$ cat src/rtl/llist_dma.sv
module llist_dma #(
  parameter int AW = 24,
  parameter int DW = 32,
  parameter int CW = 8
) (
  input  logic          clk,
  input  logic          rst_n,
  input  logic          en,
  input  logic          start,
  input  logic          addr_we,
  input  logic [AW-1:0] addr_wdata,
  output logic          busy,
  output logic          done,
  output logic [AW-1:0] cur_addr,
  output logic          mem_req,
  output logic [AW-1:0] mem_addr,
  input  logic          mem_valid,
  input  logic [DW-1:0] mem_rdata,
  output logic          per_valid,
  output logic [DW-1:0] per_data,
  input  logic          per_ready
);
  localparam logic [AW-1:0] STEP = AW'(DW / 8);

  typedef enum logic [1:0] {S_IDLE, S_HDR, S_RD, S_WR} st_t;

  st_t           state;
  logic [AW-1:0] madr, ptr, link;
  logic [CW-1:0] cnt;
  logic [DW-1:0] wbuf;
  logic          done_q;

  logic [AW-1:0] nxt_raw, nxt_addr;
  logic          nxt_last;
  st_t           nxt_state;

  assign nxt_raw  = (state == S_HDR) ? mem_rdata[AW-1:0] : link;
  assign nxt_addr = {nxt_raw[AW-1:2], 2'b00};
  assign nxt_last = nxt_raw[AW-1];

  always_comb begin
    if (nxt_last || !en) nxt_state = S_IDLE;
    else                 nxt_state = S_HDR;
  end

  always_ff @(posedge clk or negedge rst_n) begin
    if (!rst_n) begin
      state  <= S_IDLE;
      madr   <= '0;
      ptr    <= '0;
      link   <= '0;
      cnt    <= '0;
      wbuf   <= '0;
      done_q <= 1'b0;
    end else begin
      done_q <= 1'b0;
      case (state)
        S_IDLE: begin
          if (addr_we) madr <= addr_wdata;
          else if (start && en) begin
            madr  <= {madr[AW-1:2], 2'b00};
            state <= S_HDR;
          end
        end
        S_HDR: begin
          if (mem_valid) begin
            link <= mem_rdata[AW-1:0];
            cnt  <= mem_rdata[DW-1:DW-CW];
            ptr  <= madr + STEP;
            if (mem_rdata[DW-1:DW-CW] == '0) begin
              madr   <= nxt_addr;
              state  <= nxt_state;
              done_q <= nxt_last;
            end else begin
              state <= S_RD;
            end
          end
        end
        S_RD: begin
          if (mem_valid) begin
            wbuf  <= mem_rdata;
            state <= S_WR;
          end
        end
        S_WR: begin
          if (per_ready) begin
            cnt <= cnt - 1'b1;
            ptr <= ptr + STEP;
            if (cnt == CW'(1)) begin
              madr   <= nxt_addr;
              state  <= nxt_state;
              done_q <= nxt_last;
            end else if (!en) begin
              state <= S_IDLE;
            end else begin
              state <= S_RD;
            end
          end
        end
        default: state <= S_IDLE;
      endcase
    end
  end

  assign busy      = (state != S_IDLE);
  assign done      = done_q;
  assign cur_addr  = madr;
  assign mem_req   = (state == S_HDR) || (state == S_RD);
  assign mem_addr  = (state == S_HDR) ? madr : ptr;
  assign per_valid = (state == S_WR);
  assign per_data  = wbuf;

  a_r7_hold_word: assert property (@(posedge clk) disable iff (!rst_n)
    per_valid && !per_ready |=> per_valid && $stable(per_data));

  a_r11_hold_req: assert property (@(posedge clk) disable iff (!rst_n)
    mem_req && !mem_valid |=> mem_req && $stable(mem_addr));

  a_r8_done_single: assert property (@(posedge clk) disable iff (!rst_n)
    done |=> !done);

  a_r8_done_idle: assert property (@(posedge clk) disable iff (!rst_n)
    done |-> !busy);

  a_r4_end_marker: assert property (@(posedge clk) disable iff (!rst_n)
    done |-> cur_addr[AW-1] && cur_addr[1:0] == 2'b00);

  a_r5_aligned: assert property (@(posedge clk) disable iff (!rst_n)
    busy |-> cur_addr[1:0] == 2'b00 && mem_addr[1:0] == 2'b00);

  a_r1_start: assert property (@(posedge clk) disable iff (!rst_n)
    !busy && start && en && !addr_we |=> busy && mem_req);
endmodule

$ cat config.mk
export PLATFORM = sky130hd
export DESIGN_NAME = llist_dma
export DESIGN_NICKNAME = d
export VERILOG_FILES = /design/src/rtl/llist_dma.sv
export SDC_FILE = /design/constraint.sdc
export NUM_CORES = 1
export LEC_CHECK = 0
export ABC_AREA = 0
export ABC_CLOCK_PERIOD_IN_PS = 8000
export BUFFER_PORTS_ARGS = -buffer_cell sky130_fd_sc_hd__buf_2
export CAP_MARGIN = 30
export CORE_ASPECT_RATIO = 0.6
export CORE_UTILIZATION = 60
export CTS_BUF_LIST = sky130_fd_sc_hd__clkbuf_4 sky130_fd_sc_hd__clkbuf_8
export DETAILED_ROUTE_END_ITERATION = 10
export GPL_TIMING_DRIVEN = 0
export PLACE_DENSITY = 0.88
export SETUP_SLACK_MARGIN = 0.15
export SLEW_MARGIN = 10
export SYNTH_ARGS = -nofsm -noshare
export SYNTH_HDL_FRONTEND = slang
export SYNTH_SLANG_ARGS = --single-unit
$ cat constraint.sdc
create_clock -name clk -period 8 [get_ports clk]
set_input_delay 2.4 -clock clk [delete_from_list [all_inputs] [get_ports clk]]
set_output_delay 2.4 -clock clk [all_outputs]
set_load 0.01 [all_outputs]
==> run summary <==
outcome: complete, no violations
final core occ: 75.6%
Slowest-stage cell, CP: buf_1
metal1 wirelength: 8.12 mm
Setup Viol. Count Final: 0
#FFs+latches synth: 113
area of the core: 0.00998 mm2
WL/cell: 20.2 um
worst reg2reg path endpoint: ptr[10]
Detailed Routing Iterations Pass 1: 6
Yosys cell types: 55
pin count of the biggest net entering global routing: 74
final worst slack: 2.77 ns
Initial DRC Count: 620
min cycle time layout: 5.23 ns
total gr overflow: 0
CP startpoint: state[1]
maximum VDD drop: 0.000257 V
final instance area: 0.00754 mm2
synth warn: 0
Vias: 5,950
drt total wl: 18.8 mm
CTS tree: yes
syn_area_per_cell: 10.2 um2
die span in x: 134 um
Worst setup endpoint: mem_addr[18]
H-tree depth: 4
hold crit path type: register to register
Syn-to-layout area delta: 20.5%
Initial Utilization: 62.7%
register area share after synthesis: 45.2%
Syn Std Cell Area: 0.00626 mm2
Slew @ Worst Pin: 0.783 ns
WHS: 0.502 ns
clk_skew: 0.00881 ns
syn_nets: 688
Levels on crit path: 6
CP arrival: 2.83 ns
Slew Limit Fails: 0
hold_buf cts: 0
CP Cell Sequence: inv_1, ha_1, clkbuf_1, buf_1, mux2_2, buf_2
Die Footprint: 0.0109 mm2
worst path required time: 5.60 ns
setup_tns: 0 ns
final hold viol count: 0
Pleak: 3.50 nW
vias in the first global route: 5,825
Top Layer Used: met4
met3 WL: 1.92 mm
routed vias/inst: 6.40
overall routing resource usage: 35.9%
Detail Route met2 WL: 8.40 mm
clk_lat worst skew: 0.43 ns
proportion of layout cells with a drive suffix above 1: 35.1%
CP bufs+invs: 4
RR Startpoint: state[1]
FF-to-FF path depth: 13
largest cells by area after synthesis: dfrtp_1 (45%), mux2_2 (15%), o21ai_0 (6.2%), nand2_1 (3.5%), a221o_1 (3.5%)
HPWL Detailed: 13.7 mm
CTS buffer count: 17
# DRC: 0
IO buf count: 146
worst-case clock buffer depth: 2
Worst Path Max Fanout: 10
Root Driver: clkbuf_8
Post-Synthesis Cells: 615
top cell type's share of synthesized area: 45.2%
row count: 28
PD cells: 432 mW/mm2
crit path launch type: register
first-pass GRT wire length: 29.3 mm
CP Class: register to output pin
post-CTS sizing: 0
RSZ-0062 raised after global routing: no
pre-CTS setup slack: 3.30 ns
Die H: 81.1 um
Peak Freq: 191 MHz
Clock Pin Slew Worst Setup and Hold Paths: 0.07 ns
worst rel slew slack: 47.8%
Final Cycle Share: 65.4%
crit-path leading delay family: buffers and inverters
dpl cell area: 0.00719 mm2
Synth area leader: dfrtp_1
max cap viols: 0
Reg2Reg Setup Slack: 3.98 ns
worst stage delay on the critical path: 0.57 ns
initial antenna violation count: 0
Setup Fix Bufs, Post-CTS: 0
nature of the critical path endpoint: output pin
io pins: 147
Nets: 854
Sink Count: 113
Antenna Violating Nets Remaining: 0
Placer Congestion: 0.934
# diodes: 0
-- area by class of cell --
class	instances	area [um2]
plain buffers	38	159
clock buffers	22	290
clock inverters	10	61.3
fillers	724	2440
inverters	17	63.8
multi-input cells	447	3210
flip-flops and latches	113	2830
well taps	135	169
repair buffers	147	764
-- Yosys cell counts, drive strengths merged --
cell,n
xnor2,12
o21ai,78
xor2,6
nor4,3
a21o,2
a221o,22
and4b,1
nand2b,1
buf,17
a211oi,4
nor3b,1
o22a,1
nand4b,3
a221oi,2
nand3b,7
nor2,23
o211ai,2
a22oi,16
ha,10
a222oi,3
nand4,9
a21oi,30
o21a,1
inv,17
and3,3
nand3,25
a2bb2oi,1
and4,1
a211o,1
clkbuf,21
nand2,60
o221ai,3
mux2i,6
o311ai,1
nor4b,1
and2,3
a22o,1
o2bb2ai,1
mux2,83
o22ai,2
dfrtp,113
nor3,16
nor2b,2
-- per-stage QoR --
stage                     std cells  total power [mW]
after floorplan                 615              2.12
after global placement          896              2.66
after detailed placement        897              2.74
after CTS                       929              3.23
after global routing            929              3.46
final                           929              3.26
-- worst register-to-register path, stage by stage, from the launching register on --
cell and delay [ns]:
dfrtp_1 0.44, ha_1 0.27, buf_2 0.23, buf_2 0.29, buf_2 0.31, buf_1 0.47, mux2_2 0.40, ha_1 0.26
nand4b_1 0.12, nand2_1 0.23, nand2_1 0.20, mux2_2 0.35, a222oi_1 0.24, inv_1 0.07
-- state kept, by name, indices dropped and copies added, names as in the netlist --
signal,flops
link,22
cnt,8
state,2
done,1
per_data,32
cur_addr,24
ptr,24
-- report_power, final --
group / leakage [nW] / switching, mW / total [mW] / internal [mW]
Clock: 0.181 / 0.235 / 0.477 / 0.242
Sequential: 1.38 / 0.277 / 1.12 / 0.843
Combinational: 1.93 / 0.957 / 1.66 / 0.706
Total: 3.50 / 1.47 / 3.26 / 1.79
-- how the worst min path moves through the flow --
stage	slack, ns	cells past startpoint	startpoint	endpoint
3_3_place_gp	0.48	1	per_data[22]	per_data[22]
2_1_floorplan	0.48	1	ptr[0]	ptr[0]
3_5_place_dp	0.49	1	per_data[13]	per_data[13]
4_1_cts	0.50	1	per_data[13]	per_data[13]
5_1_grt	0.52	1	per_data[20]	per_data[20]
6_report	0.50	1	per_data[1]	per_data[1]
-- per-layer routing --
| layer | global-route usage, % | up-vias |
|---|---|---|
| met2 | 54.5 | 404 |
| met4 | 13.4 | 0 |
| met5 | 0 | - |
| met3 | 9.68 | 45 |
| met1 | 49.5 | 2897 |
| li1 | - | 2604 |
-- placed cells by master, fill, tap and decap left out, types with 3 or more instances in the layout --
cell type and count:
a21oi_1 30, xor2_1 6, a222oi_1 3, clkbuf_8 20
and3_1 3, dfrtp_1 113, nand4_1 8, nand2_1 59
clkinvlp_4 3, ha_1 10, a221o_1 22, o21ai_0 77
nand4b_1 3, a211oi_1 3, clkinv_2 6, nor2_1 22
buf_1 11, mux2_2 83, a22oi_1 14, buf_2 149
inv_1 17, xnor2_1 12, nand3_1 25, mux2i_1 6
clkbuf_1 21, nor3_1 16, o221ai_1 3, nand3b_1 5
-- cells by family (layout without fill, tap and decap cells) --
| family | Yosys count | count (layout) | synth area share [%] |
|---|---|---|---|
| muxes | 89 | 89 | 15.9 |
| xor gates and xnor gates | 18 | 18 | 2.52 |
| DFF | 113 | 113 | 45.2 |
| adders and majority gates | 10 | 10 | 2.00 |
| AOI/OAI and AO/OA | 171 | 171 | 17.7 |
| buffers and inverters | 55 | 234 | 3.56 |
| and+or+nand+nor | 159 | 159 | 13.2 |
Power figures use the tool's default switching activity.
